`src/rtl/lsu_pkg.sv`:
```
package lsu_pkg;
  localparam int OPC_W = 6;
  localparam logic [OPC_W-1:0] OPC_LOAD_WORD  = 6'h23;
  localparam logic [OPC_W-1:0] OPC_STORE_WORD = 6'h2B;
  localparam logic [OPC_W-1:0] OPC_STORE_BYTE = 6'h28;

  // strobes from control to datapath
  typedef struct packed {
    logic rdEn;
    logic wordWr;
    logic byteWr;
    logic alignErr;
  } lsuStrobe_t;
endpackage

```
`src/rtl/lsu_ctrl.sv`:
```
module lsu_ctrl
  import lsu_pkg::*;
#(
  parameter int LANE_SEL_W = 2
) (
  input  logic                  clk,
  input  logic                  rstN,
  input  logic                  issueValid,
  input  logic [OPC_W-1:0]      opcode,
  input  logic [LANE_SEL_W-1:0] addrLow,
  output lsuStrobe_t            strobe,
  output logic                  pendingLoad
);
  logic isLoad, isWordStore, isByteStore, misaligned;

  always_comb begin
    isLoad      = issueValid && (opcode == OPC_LOAD_WORD);
    isWordStore = issueValid && (opcode == OPC_STORE_WORD);
    isByteStore = issueValid && (opcode == OPC_STORE_BYTE);
    misaligned  = (addrLow != '0);
    strobe.rdEn     = isLoad && !misaligned;
    strobe.wordWr   = isWordStore && !misaligned;
    strobe.byteWr   = isByteStore;
    strobe.alignErr = (isLoad || isWordStore) && misaligned;
  end

  always_ff @(posedge clk) begin
    if (!rstN) pendingLoad <= 1'b0;
    else       pendingLoad <= strobe.rdEn;
  end
endmodule

```
`src/rtl/lsu_datapath.sv`:
```
module lsu_datapath
  import lsu_pkg::*;
#(
  parameter int ADDR_W = 32,
  parameter int DATA_W = 32,
  parameter int IMM_W  = 16,
  parameter int IDX_W  = 5
) (
  input  logic                   clk,
  input  logic                   rstN,
  input  logic [ADDR_W-1:0]      baseVal,
  input  logic [IMM_W-1:0]       dispImm,
  input  logic [DATA_W-1:0]      storeVal,
  input  logic [IDX_W-1:0]       rdIdxIn,
  input  logic [DATA_W-1:0]      memRdata,
  input  lsuStrobe_t             strobe,
  input  logic                   pendingLoad,
  output logic [ADDR_W-1:0]      effAddr,
  output logic [DATA_W-1:0]      memWdata,
  output logic [DATA_W/8-1:0]    memBe,
  output logic [DATA_W-1:0]      loadData,
  output logic [IDX_W-1:0]       loadRdIdx
);
  localparam int LANES      = DATA_W / 8;
  localparam int LANE_SEL_W = $clog2(LANES);

  logic [ADDR_W-1:0]     dispExt;
  logic [LANE_SEL_W-1:0] laneSel;
  logic [DATA_W-1:0]     byteRep;

  assign dispExt = {{(ADDR_W-IMM_W){dispImm[IMM_W-1]}}, dispImm};
  assign effAddr = baseVal + dispExt;
  assign laneSel = effAddr[LANE_SEL_W-1:0];

  for (genvar g = 0; g < LANES; g++) begin : gLane
    assign byteRep[g*8 +: 8] = storeVal[7:0];
    assign memBe[g] = strobe.wordWr ||
                      (strobe.byteWr && (laneSel == LANE_SEL_W'(g)));
  end

  assign memWdata = strobe.byteWr ? byteRep : storeVal;
  assign loadData = pendingLoad ? memRdata : '0;

  always_ff @(posedge clk) begin
    if (!rstN)            loadRdIdx <= '0;
    else if (strobe.rdEn) loadRdIdx <= rdIdxIn;
  end
endmodule

```
`src/rtl/mem_access_unit.sv`:
```
module mem_access_unit
  import lsu_pkg::*;
#(
  parameter int ADDR_W = 32,
  parameter int DATA_W = 32,
  parameter int IMM_W  = 16,
  parameter int IDX_W  = 5
) (
  input  logic                clk,
  input  logic                rstN,
  input  logic                issueValid,
  input  logic [5:0]          opcode,
  input  logic [ADDR_W-1:0]   baseVal,
  input  logic [IMM_W-1:0]    dispImm,
  input  logic [DATA_W-1:0]   storeVal,
  input  logic [IDX_W-1:0]    rdIdxIn,
  output logic [ADDR_W-1:0]   memAddr,
  output logic [DATA_W-1:0]   memWdata,
  output logic [DATA_W/8-1:0] memBe,
  output logic                memRe,
  input  logic [DATA_W-1:0]   memRdata,
  output logic                loadDone,
  output logic [DATA_W-1:0]   loadData,
  output logic [IDX_W-1:0]    loadRdIdx,
  output logic                alignErr
);
  localparam int LANE_SEL_W = $clog2(DATA_W / 8);

  lsuStrobe_t strobe;
  logic       pendingLoad;

  lsu_ctrl #(.LANE_SEL_W(LANE_SEL_W)) ctrl_i (
    .clk(clk), .rstN(rstN), .issueValid(issueValid), .opcode(opcode),
    .addrLow(memAddr[LANE_SEL_W-1:0]), .strobe(strobe),
    .pendingLoad(pendingLoad)
  );

  lsu_datapath #(.ADDR_W(ADDR_W), .DATA_W(DATA_W), .IMM_W(IMM_W),
                 .IDX_W(IDX_W)) dp_i (
    .clk(clk), .rstN(rstN), .baseVal(baseVal), .dispImm(dispImm),
    .storeVal(storeVal), .rdIdxIn(rdIdxIn), .memRdata(memRdata),
    .strobe(strobe), .pendingLoad(pendingLoad), .effAddr(memAddr),
    .memWdata(memWdata), .memBe(memBe), .loadData(loadData),
    .loadRdIdx(loadRdIdx)
  );

  assign memRe    = strobe.rdEn;
  assign alignErr = strobe.alignErr;
  assign loadDone = pendingLoad;
endmodule

```
`config.mk`:
```
export PLATFORM = sky130hd
export DESIGN_NAME = mem_access_unit
export DESIGN_NICKNAME = d
export VERILOG_FILES = /design/src/rtl/lsu_pkg.sv /design/src/rtl/lsu_ctrl.sv /design/src/rtl/lsu_datapath.sv /design/src/rtl/mem_access_unit.sv
export SDC_FILE = /design/constraint.sdc
export NUM_CORES = 1
export LEC_CHECK = 0
export CORE_AREA = 2 2 91 93
export CTS_BUF_LIST = sky130_fd_sc_hd__clkbuf_16
export DETAILED_ROUTE_END_ITERATION = 8
export DIE_AREA = 0 0 93 95
export DONT_BUFFER_PORTS = 1
export PLACE_DENSITY = 0.51
export SLEW_MARGIN = 15
export SYNTH_ARGS = -nofsm -noshare
export SYNTH_HDL_FRONTEND = slang
export SYNTH_SLANG_ARGS = --single-unit
```
`constraint.sdc`:
```
create_clock -name clk -period 2.7 [get_ports clk]
set_input_delay 0.135 -clock clk [delete_from_list [all_inputs] [get_ports clk]]
set_output_delay 0.135 -clock clk [all_outputs]
set_load 0.05 [all_outputs]
```
* Yosys cells after proc, flatten, opt, wreduce, memory -nomap -nowiden
Cells that the tools add are included.
** Operators by class
- Add/subtract/negate cells :: 1
- Multipliers :: 0
- Divide/modulo/power cells :: 0
- Order comparisons :: 0
- Eq/ne operators :: 6
- Shift operators :: 0
- Muxes and demuxes :: 2
- Bitwise logic cells :: 0
- Reductions and logical operators :: 18
** Operators by type and width (count)
- 2-to-1 mux 32 bit :: 2
- adder 32 bit :: 1
- equality test 6 bit (second input constant) :: 3
- logical AND 1 bit :: 10
- logical OR 1 bit :: 5
- equality test 2 bit (second input constant) :: 2
- equality test 2 x 1 -> 1 bit (second input constant) :: 1
- logical NOT 2 bit :: 1
- nonzero test 2 bit :: 1
- logical NOT 1 bit :: 1
** Word-level totals
- Register bits after elaboration :: 6
- Bits in latches :: 0
- Bits in writable memories :: 0
- Memory bits (read-only) :: 0
- Bits of input ports :: 126
- Output and inout bits :: 108
- Word-level logic and storage cells :: 29
- Memories kept :: 0

* Longest topological paths before layout
Gate-level depths: netlist of run 1.
- Word-level depth :: 5
- Mapped depth :: 11
- Depth with buffers taken out :: 11

* Hierarchy
From an unflattened synthesis of run 1, not the netlist that was laid out.
** Second synthesis, totals
- Cell total of the unflattened synthesis :: 370
- Area, all modules :: 2507.4 um^2
** By module, submodules not included
- lsu_datapath :: times used 1, cells each 358, area each 2404.8 um^2, sequential area each 100.1 um^2
- lsu_ctrl :: times used 1, cells each 12, area each 102.6 um^2, sequential area each 20.0 um^2

* Least setup slack after synthesis of run 1
OpenSTA, ideal clock, no wires.
- Path type :: input port to output port
- Start point :: in baseVal[1]
- End point :: out memAddr[31]
- Data arrival time :: 2917 ps
- Data required time :: 2565 ps
- Slack :: -352 ps
- Stages on the path :: 9
- Path buffers :: 0
- Path through :: ha_1 > a211oi_2 > o21bai_4 > o211ai_4 > a31oi_1 > or4b_4 > a2111oi_4 > nor3_1 > xnor2_1
** Between the ends
- Longest elaborated chain between the ends :: 1
** RTL lines
- start, declared :: line mem_access_unit.sv:13 : input logic [ADDR_W-1:0] baseVal,
- adder 32 bit :: line lsu_datapath.sv:32 : assign effAddr = baseVal + dispExt;
- end, declared :: line mem_access_unit.sv:17 : output logic [ADDR_W-1:0] memAddr,
No other way between the ends.

* Worst setup path after layout of run 1
Same ends and word-level chain as after synthesis.

==> key figures, run 1 <==
Run status
  – Status: finished, final reports clean

Setup path
  – CP endpoint: memAddr[31]
  – Startpoint types: input pin
  – Worst path cell trace: ha_4 > a211oi_4 > o21bai_4 > o211ai_4 > a31oi_4 > or4b_4 > a2111oi_4 > nor3_2 > xnor2_2 > buf_12
  – Critical R2R Capture: dp_i.loadRdIdx[1]
  – Crit-path max FO: 3
  – Data arrival time of the critical path: roughly 2.5 ns
  – CP Capture Type: primary output
  – Crit path from: baseVal[1]
  – CP max stage delay: about 0.52 ns
  – RR Startpoint: dp_i.loadRdIdx[1]
  – Worst path required time: between 2 and 3 ns
  – R2R cell count: 2
  – Kind of critical path: in -> out
  – Worst reg-to-reg setup slack: between 1.5 and 2 ns
  – Critical-path top delay cell: or4b_4

Drt
  – DRC: 0
  – Initial DRC count: 102
  – Vias/cell: 5.33
  – Detailed-route via count: 2707
  – Drt wl/cell: 16.8 um
  – Detailed Route WL: 8.55 mm
  – DRT antenna net count: 0
  – 1st-pass router iterations: 4

Layout
  – Most common cell after layout, fill and taps aside: nand2_1
  – Share of cells above drive strength 1: 0.234
  – Cell Count, Final, Fillers Out: 508
  – Layout area overhead: 31.7%
  – Nets: about 560
  – Seq. cell area: roughly 120 um2
  – Final Util: 0.402
  – Area occupied by multi-input gates: 0.00233 mm2
  – Most frequent cells in the layout: nand2_1, buf_4, and2_1
  – # fillers: slightly above 800

STA
  – Final setup viols: 0
  – Max Transition Viols Final: 0
  – Final Skew: 0 ns
  – Final period util: 0.986
  – Tmin final: about 2.7 ns
  – Worst setup margin: around 0.038 ns
  – Slew HR: 0.521
  – Fmax: around 380 MHz
  – Final Hold Fails: 0
  – Slew @ Worst Pin: between 0.7 and 0.8 ns

Clock network
  – Clk pin slew, worst setup/hold paths: around 0.030 ns
  – Num Clock Sinks: 6
  – Clock Path Buffers: 2
  – H-tree depth: 1
  – Worst-Skew Late Latency: 0.22 ns
  – CTS Buf Count: 3
  – TritonCTS clock tree: yes
  – Clk root buf: clkbuf_16

Synth
  – YS warnings: 0
  – Main synth FF type: dfxtp_1
  – Syn avg cell area: 6.73 um2
  – Register area share after synthesis: 0.0497
  – Post-synth EDFFs: 0
  – Async SR Flop Fraction: 0
  – Mapped Nets: around 520
  – #FFs+latches synth: 6
  – Post-synthesis instance area: about 0.0024 mm2
  – Post-Syn Instances: 359
  – Distinct cell type count after synthesis: between 40 and 50

Place
  – Placed cells: between 500 and 600
  – Final HPWL DP: 7.40 mm
  – Worst slack at placement: -0.0346 ns
  – Routability congestion estimate: roughly 0.85
  – PortBufs: 0

Pwr
  – Worst VDD drop: between 0.2 and 0.3 mV
  – Power Density: slightly below 500 mW/mm2
  – Total power: 1.54 mW
  – Leakage: between 1.5 and 2 nW

Die
  – Die area: slightly below 0.009 mm2
  – Die H: approximately 95 um
  – # rows: 33
  – Horiz. Die Dim: ~93 um
  – CORE AREA: roughly 0.008 mm2
  – I/O pin cnt: approximately 230
  – Initial core utilization: 0.305

GRT
  – GRT Util Overall: 0.172
  – First-pass GRT wire length: roughly 12 mm
  – Congestion Overflow GR: 0
  – Vias in the first global route: roughly 2.4k
  – Pin count of the biggest net entering global routing: 34
  – Initial antenna violation count: 1

Flow run
  – Max Cap Violations: 0

Worst hold path
  – Worst Hold Class: in -> reg
==> synth_stat cells, drive strengths merged, types with 6 or more instances <==
cell type   n  area (um2)
nand2      81         304
and2       34         213
a21oi      33         165
ha         31         388
nor2       18        67.6
a21o       17         128
xnor2      17         149
xor2       14         123
o21ai      12        60.1
nor2b      10        62.6
buf         9        65.1
clkbuf      9        33.8
and3        8        50.1
inv         8        30.0
dfxtp       6         120
mux2i       6        60.1
nor3        6        35.0
==> worst min-delay path by stage <==
stage | from | end | cells past startpoint
2_1_floorplan | rstN | ctrl_i.pendingLoad | 1
3_3_place_gp | rstN | ctrl_i.pendingLoad | 1
3_5_place_dp | rstN | ctrl_i.pendingLoad | 1
4_1_cts | rstN | ctrl_i.pendingLoad | 1
5_1_grt | rstN | ctrl_i.pendingLoad | 1
6_report | rstN | ctrl_i.pendingLoad | 1
==> flip-flops by register name, summed over array words and instances (netlist names) <==
signal and cells:
ctrl_i.pendingLoad 1, dp_i.loadRdIdx 5
==> kinds of logic (layout without fill, tap and decap cells) <==
logic type	Yosys count	after routing	synth area share
and+or+nand+nor	169	169	0.336
AOI/OAI and AO/OA	89	89	0.255
adders and majority gates	32	32	0.169
xor gates and xnor gates	31	31	0.112
buffers and inverters	26	69	0.0533
muxes	6	6	0.0248
DFF	6	6	0.0497
other	0	1	0
==> per-layer routing <==
layer  share of wire  global-route usage
met1            0.41               0.204
met2            0.50               0.321
met3           0.076              0.0423
met4           0.013              0.0245
met5               0                   0
==> report_power, final <==
group	switching [mW]	internal, mW	leakage, nW	total (mW)
clock	0.0451	0.190	0.0370	0.235
sequential	0.000599	0.0894	0.0483	0.0900
combinational	0.794	0.425	1.47	1.22
total	0.840	0.704	1.56	1.54
==> cell type report <==
type                       instances  share of cell area
sequential                         6              0.0377
clock buffer                       3              0.0236
antenna                            1            0.000786
multi-input combinational        327               0.731
inverter                           8             0.00943
timing repair buffer              58               0.156
tap                              105              0.0413
==> through the flow <==
stage               hold WS, ns  instance area, um2  setup TNS (ns)
floorplan                 0.257                2450         -0.0482
global placement          0.258                2970         -0.0162
detailed placement        0.265                2970         -0.0346
CTS                      0.0347                3050               0
global route             0.0310                3180         -0.0245
finish                   0.0384                3180               0
==> worst max-delay path, delay by kind of cell <==
kind,cells,cell delay (ns)
AOI/OAI and AO/OA,5,1.18
xor gates and xnor gates,1,0.20
adders and majority gates,1,0.23
buffers and inverters,1,0.16
and+or+nand+nor,2,0.62
==> what timing repair did <==
action                     in CTS  in global routing
setup endpoints to repair       1                  9
pin swaps                       1                 12
resized for setup               1                 21
buffers inserted                0                  1
hold buffers                    0                  0
Note: power is estimated with default switching activity, not from simulation.
==> run 2, diff against run 1 <==
--- a/config.mk
+++ b/config.mk
@@ -11,6 +11,7 @@
 export DIE_AREA = 0 0 93 95
 export DONT_BUFFER_PORTS = 1
 export PLACE_DENSITY = 0.51
+export REMOVE_ABC_BUFFERS = 1
 export SLEW_MARGIN = 15
 export SYNTH_ARGS = -nofsm -noshare
 export SYNTH_HDL_FRONTEND = slang
==> run 2 against run 1 <==
Net effect: combinational power is 5% lower; worst hold slack got worse by 0.0078 ns; clock power about the same; cell count fell by 0.20%; via count grew 2.5%; clock skew is the same; maximum frequency up 0.70%; first-iteration DRC count is the same; worst setup slack improved by 0.018 ns; largest power group unchanged.
==> key figures, run 2 (synthesized netlist as in run 1, its figures left out) <==
Run status
  – Status: finished, final reports clean

Pwr
  – Leakage: 1.50 nW
  – Total power: between 1 and 1.5 mW
  – Worst VDD drop: 0.277 mV
  – Power Density: between 400 and 500 mW/mm2

Setup path
  – CP endpoint: memAddr[31]
  – Kind of critical path: in -> out
  – Worst path bufs/invs: 1
  – Worst path required time: about 2.6 ns
  – Worst reg-to-reg setup slack: between 1.5 and 2 ns
  – Worst path cell trace: ha_4 > a211oi_2 > o21bai_4 > o211ai_4 > a31oi_4 > or4b_4 > a2111oi_4 > nor3_2 > xnor2_1 > buf_4
  – Critical-path top delay cell: or4b_4
  – CP max stage delay: about 0.51 ns
  – Startpoint types: input pin
  – CP Capture Type: primary output
  – R2R cell count: 2
  – Crit-path max FO: 5
  – RR Startpoint: dp_i.loadRdIdx[0]
  – Crit path from: baseVal[1]
  – Critical R2R Capture: dp_i.loadRdIdx[0]
  – Data arrival time of the critical path: 2.51 ns
  – Delay-heaviest family, CP: compound AO/OA/AOI/OAI gates
  – Stages on worst setup path: 10

Drt
  – Met2 WL post-DR: roughly 4.8 mm
  – Detailed Route WL: ~11 mm
  – DRT antenna net count: 0
  – M1 wire length: roughly 4.7 mm
  – DR top layer: met5
  – Vias/cell: roughly 5.5
  – 1st-pass router iterations: 4
  – Initial DRC count: 102
  – Met3 WL post-DR: approximately 1.4 mm
  – DRC: 0
  – Detailed-route via count: roughly 2.8k
  – Drt wl/cell: 22.1 um

Layout
  – Cell Count, Final, Fillers Out: roughly 510
  – Regs by FF count: dp_i.loadRdIdx x5, ctrl_i.pendingLoad x1
  – Most common cell after layout, fill and taps aside: nand2_1
  – Share of cells above drive strength 1: 0.221
  – Final instance area: 0.00309 mm2
  – Layout area overhead: 28.0%
  – Nets: between 500 and 600
  – Largest register by flop count: dp_i.loadRdIdx
  – # fillers: 860
  – Area occupied by multi-input gates: between 0.002 and 0.0025 mm2
  – Seq. cell area: 120 um2
  – Most frequent cells in the layout: nand2_1, buf_4, and2_1
  – Final Util: 0.390
  – Max reg flops: 5

Die
  – Horiz. Die Dim: slightly above 90 um
  – # rows: 33
  – Die H: about 95 um
  – Initial core utilization: 0.305
  – I/O pin cnt: about 230
  – Die area: about 0.0088 mm2
  – CORE AREA: roughly 0.0079 mm2

GRT
  – Congestion Overflow GR: 0
  – First-pass GRT wire length: 15.6 mm
  – Initial antenna violation count: 7
  – Pin count of the biggest net entering global routing: 34
  – GRT Util Overall: 0.241
  – Vias in the first global route: 2604

Place
  – Routability congestion estimate: 0.934
  – Placed cell area: approximately 0.0028 mm2
  – Final HPWL DP: 9.90 mm
  – PortBufs: 0
  – Placed cells: about 500
  – Worst slack at placement: -0.0242 ns

Clock network
  – Worst-Skew Late Latency: 0.22 ns
  – Clk pin slew, worst setup/hold paths: 0.03 ns
  – Clk root buf: clkbuf_16
  – Clock Path Buffers: 2
  – CTS Buf Count: 3
  – Num Clock Sinks: 6
  – H-tree depth: 1
  – TritonCTS clock tree: yes

Flow run
  – Max Cap Violations: 0

STA
  – Tmin final: 2.64 ns
  – Slew HR: 0.521
  – Worst setup margin: approximately 0.057 ns
  – Slew @ Worst Pin: between 0.7 and 0.8 ns
  – Fmax: approximately 380 MHz
  – RSZ-0062 raised after global routing: yes
  – Final Skew: 0 ns
  – Max Transition Viols Final: 0
  – Final Hold Fails: 0
  – Final setup viols: 0
  – Final period util: 0.979

Worst hold path
  – Worst Hold Class: in -> reg
-- run 2: changes by cell type in the layout (fill, tap and decap cells not counted), sizes merged --
cell / previous run / this run
diode: 1 / 3
buf: 58 / 55
-- run 2: how the worst min path moves through the flow --
stage | from | to | cells past startpoint
after detailed placement | rstN | ctrl_i.pendingLoad | 1
after global routing | rstN | ctrl_i.pendingLoad | 1
after global placement | rstN | ctrl_i.pendingLoad | 1
final | rstN | ctrl_i.pendingLoad | 1
after floorplan | rstN | ctrl_i.pendingLoad | 1
after CTS | rstN | ctrl_i.pendingLoad | 1
-- run 2: timing repair --
item                       in CTS  in global routing
pin swaps                       1                 15
hold buffers                    0                  0
resized for setup               1                 24
setup buffers                   0                  5
hold endpoints to repair        0                  0
setup endpoints to repair       1                  7
-- run 2: layer usage --
| metal | global-route usage | vias up |
|---|---|---|
| met5 | 0 | - |
| met4 | 0.0748 | 8 |
| met3 | 0.106 | 28 |
| met2 | 0.369 | 154 |
| met1 | 0.305 | 1246 |
| li1 | - | 1339 |
-- run 2: final cells by class --
class                      count  share of cell area
sequential                     6              0.0388
timing repair buffer          55               0.133
tap                          105              0.0425
multi-input combinational    327               0.749
inverter                       8             0.00970
clock buffer                   3              0.0243
antenna                        3             0.00243
-- run 2: power breakdown --
| part | leakage [nW] | switching, mW | internal [mW] |
|---|---|---|---|
| logic | 1.42 | 0.790 | 0.372 |
| clock network | 0.0370 | 0.0464 | 0.190 |
| registers | 0.0483 | 0.000597 | 0.0894 |
| total | 1.50 | 0.837 | 0.652 |
-- run 2: through the flow --
stage / hold slack (ns) / setup TNS [ns]
after floorplan: 0.257 / -0.468
after global placement: 0.260 / 0
after detailed placement: 0.260 / -0.0242
after CTS: 0.0295 / 0
after global routing: 0.0330 / -0.0557
final: 0.0306 / 0
==> run 3, diff against run 2 <==
--- a/config.mk
+++ b/config.mk
@@ -7,9 +7,11 @@
 export LEC_CHECK = 0
 export CORE_AREA = 2 2 91 93
 export CTS_BUF_LIST = sky130_fd_sc_hd__clkbuf_16
+export CTS_CLUSTER_DIAMETER = 150
 export DETAILED_ROUTE_END_ITERATION = 8
 export DIE_AREA = 0 0 93 95
 export DONT_BUFFER_PORTS = 1
+export HOLD_SLACK_MARGIN = 0.08
 export PLACE_DENSITY = 0.51
 export REMOVE_ABC_BUFFERS = 1
 export SLEW_MARGIN = 15
==> run 3 against run 2 <==
Net effect: combinational power hardly changed; clock skew unchanged; first-iteration DRC count decreased by 22%; highest routed layer unchanged; global-route usage did not move; register-to-register slack is essentially flat; worst setup slack hardly changed; critical path type unchanged; sequential share of layout area is essentially flat; wire length increased by 0.12%; largest power group unchanged; critical path depth unchanged; largest cell class unchanged.
==> key figures, run 3 (synthesized netlist as in run 1, its figures left out) <==
STA
  – Slew HR: 0.501
  – Tmin final: 2.64 ns
  – Fmax: ~380 MHz
  – RSZ-0062 raised after global routing: yes
  – Final Hold Fails: 0
  – Slew @ Worst Pin: roughly 0.75 ns
  – Setup tns final: 0 ns
  – Final setup viols: 0
  – Hold_ws: between 0.08 and 0.09 ns
  – Final period util: 0.979
  – Max Transition Viols Final: 0
  – Final Skew: 0 ns

Layout
  – Max reg flops: 5
  – Most common cell after layout, fill and taps aside: nand2_1
  – Most frequent cells in the layout: nand2_1, buf_4, and2_1
  – Final instance area: about 0.0031 mm2
  – Share of cells above drive strength 1: 0.220
  – Area occupied by multi-input gates: around 0.0023 mm2
  – Layout area overhead: 28.4%
  – Regs by FF count: dp_i.loadRdIdx x5, ctrl_i.pendingLoad x1
  – Seq. cell area: approximately 120 um2
  – # fillers: between 800 and 900
  – Largest register by flop count: dp_i.loadRdIdx
  – Cell Count, Final, Fillers Out: between 500 and 600
  – Nets: between 500 and 600

Worst hold path
  – Worst Hold End: dp_i.loadRdIdx[4]
  – Hold Startpoint: rdIdxIn[4]
  – Worst Hold Class: in -> reg
  – Worst Hold Depth: 2

Place
  – Routability congestion estimate: roughly 0.93
  – Placed cells: 496
  – Final HPWL DP: approximately 9.9 mm
  – Placed cell area: 0.00283 mm2
  – PortBufs: 0

Drt
  – Detailed-route via count: roughly 2.8k
  – DR top layer: met5
  – Detailed Route WL: 11.2 mm
  – M1 wire length: approximately 4.6 mm
  – Drt wl/cell: approximately 22 um
  – Met2 WL post-DR: 4.77 mm
  – 1st-pass router iterations: 4
  – Met3 WL post-DR: 1.42 mm
  – DRT antenna net count: 0
  – Vias/cell: 5.44
  – Initial DRC count: 80
  – DRC: 0

Setup path
  – Worst path cell trace: ha_4 > a211oi_2 > o21bai_4 > o211ai_4 > a31oi_4 > or4b_4 > a2111oi_4 > nor3_2 > xnor2_1 > buf_4
  – Kind of critical path: in -> out
  – RR Startpoint: dp_i.loadRdIdx[0]
  – R2R cell count: 2
  – CP Capture Type: primary output
  – Crit path from: baseVal[1]
  – Worst path required time: 2.57 ns
  – Startpoint types: input pin
  – Data arrival time of the critical path: between 2 and 3 ns
  – Delay-heaviest family, CP: compound AO/OA/AOI/OAI gates
  – Worst path bufs/invs: 1
  – Critical-path top delay cell: or4b_4
  – Crit-path max FO: 5
  – Critical R2R Capture: dp_i.loadRdIdx[0]
  – CP max stage delay: approximately 0.51 ns
  – Worst reg-to-reg setup slack: roughly 1.7 ns
  – Stages on worst setup path: 10

Clock network
  – Clk pin slew, worst setup/hold paths: approximately 0.03 ns
  – TritonCTS clock tree: yes
  – CTS Buf Count: 3
  – Clock Path Buffers: 2
  – H-tree depth: 1
  – Worst-Skew Late Latency: 0.22 ns
  – Clk root buf: clkbuf_16
  – Num Clock Sinks: 6

Flow run
  – Max Cap Violations: 0

Pwr
  – P_sw: ~0.84 mW
  – Gate power share: 0.781
  – Fraction of power spent switching nets: 0.562
  – Leakage: roughly 1.5 nW
  – Seq pwr share: 0.060
  – Worst VDD drop: between 0.2 and 0.3 mV
  – Clock power share: 0.158
  – Power Density: between 400 and 500 mW/mm2
  – Internal Power: 0.653 mW
  – Total power: around 1.5 mW

GRT
  – Pin count of the biggest net entering global routing: 34
  – Initial antenna violation count: 7
  – Congestion Overflow GR: 0
  – GRT Util Overall: 0.241
  – Vias in the first global route: roughly 2.6k
  – First-pass GRT wire length: approximately 16 mm

Die
  – Horiz. Die Dim: 93 um
  – Die H: 95 um
  – Initial core utilization: 0.305
  – CORE AREA: ~0.0079 mm2
  – I/O pin cnt: between 200 and 250
  – Die area: about 0.0088 mm2
  – # rows: 33

Run status
  – Status: finished, final reports clean
## run 3: cell types whose count changed in the layout (fill, tap and decap cells not counted)
cell and delta:
dlygate4sd3_1 +1
## run 3: worst max path at each step
stage / to / slack (ns)
floorplan: memAddr[31] / -0.35
global placement: memAddr[31] / 0.03
detailed placement: memAddr[31] / -0.02
CTS: memAddr[31] / 0.006
global route: memAddr[31] / -0.05
finish: memAddr[31] / 0.06
## run 3: repair_timing
item	in CTS	in global routing
hold endpoints to repair	6	0
setup endpoints to repair	1	7
hold buffers	1	0
buffers inserted	0	5
pin swaps	1	15
resized for setup	1	24
## run 3: area by class of cell
cell class,count,area share
multi-input cells,327,0.746
repair buffers,56,0.136
well taps,105,0.0423
flip-flops and latches,6,0.0387
clock buffers,3,0.0242
inverters,8,0.00967
diodes,3,0.00242
## run 3: metrics by stage
step	utilization	worst slack (ns)
floorplan	-	-0.352
global placement	0.356	0.0335
detailed placement	0.356	-0.0242
CTS	0.368	0.00569
global route	0.391	-0.0546
finish	0.392	0.0567
## run 3: layer usage
metal | global-route usage | vias to the layer above
met3 | 0.106 | 28
met5 | 0 | -
li1 | - | 1338
met4 | 0.0748 | 8
met2 | 0.369 | 148
met1 | 0.305 | 1243
## run 3: power groups by stage
stage                     Sequential, mW  Clock [mW]  Combinational [mW]
after floorplan                   0.0912           0               0.836
after CTS                         0.0900       0.238                1.13
final                             0.0900       0.236                1.16
after detailed placement          0.0912           0                1.12
after global routing              0.0899       0.246                1.24
after global placement            0.0912           0                1.12
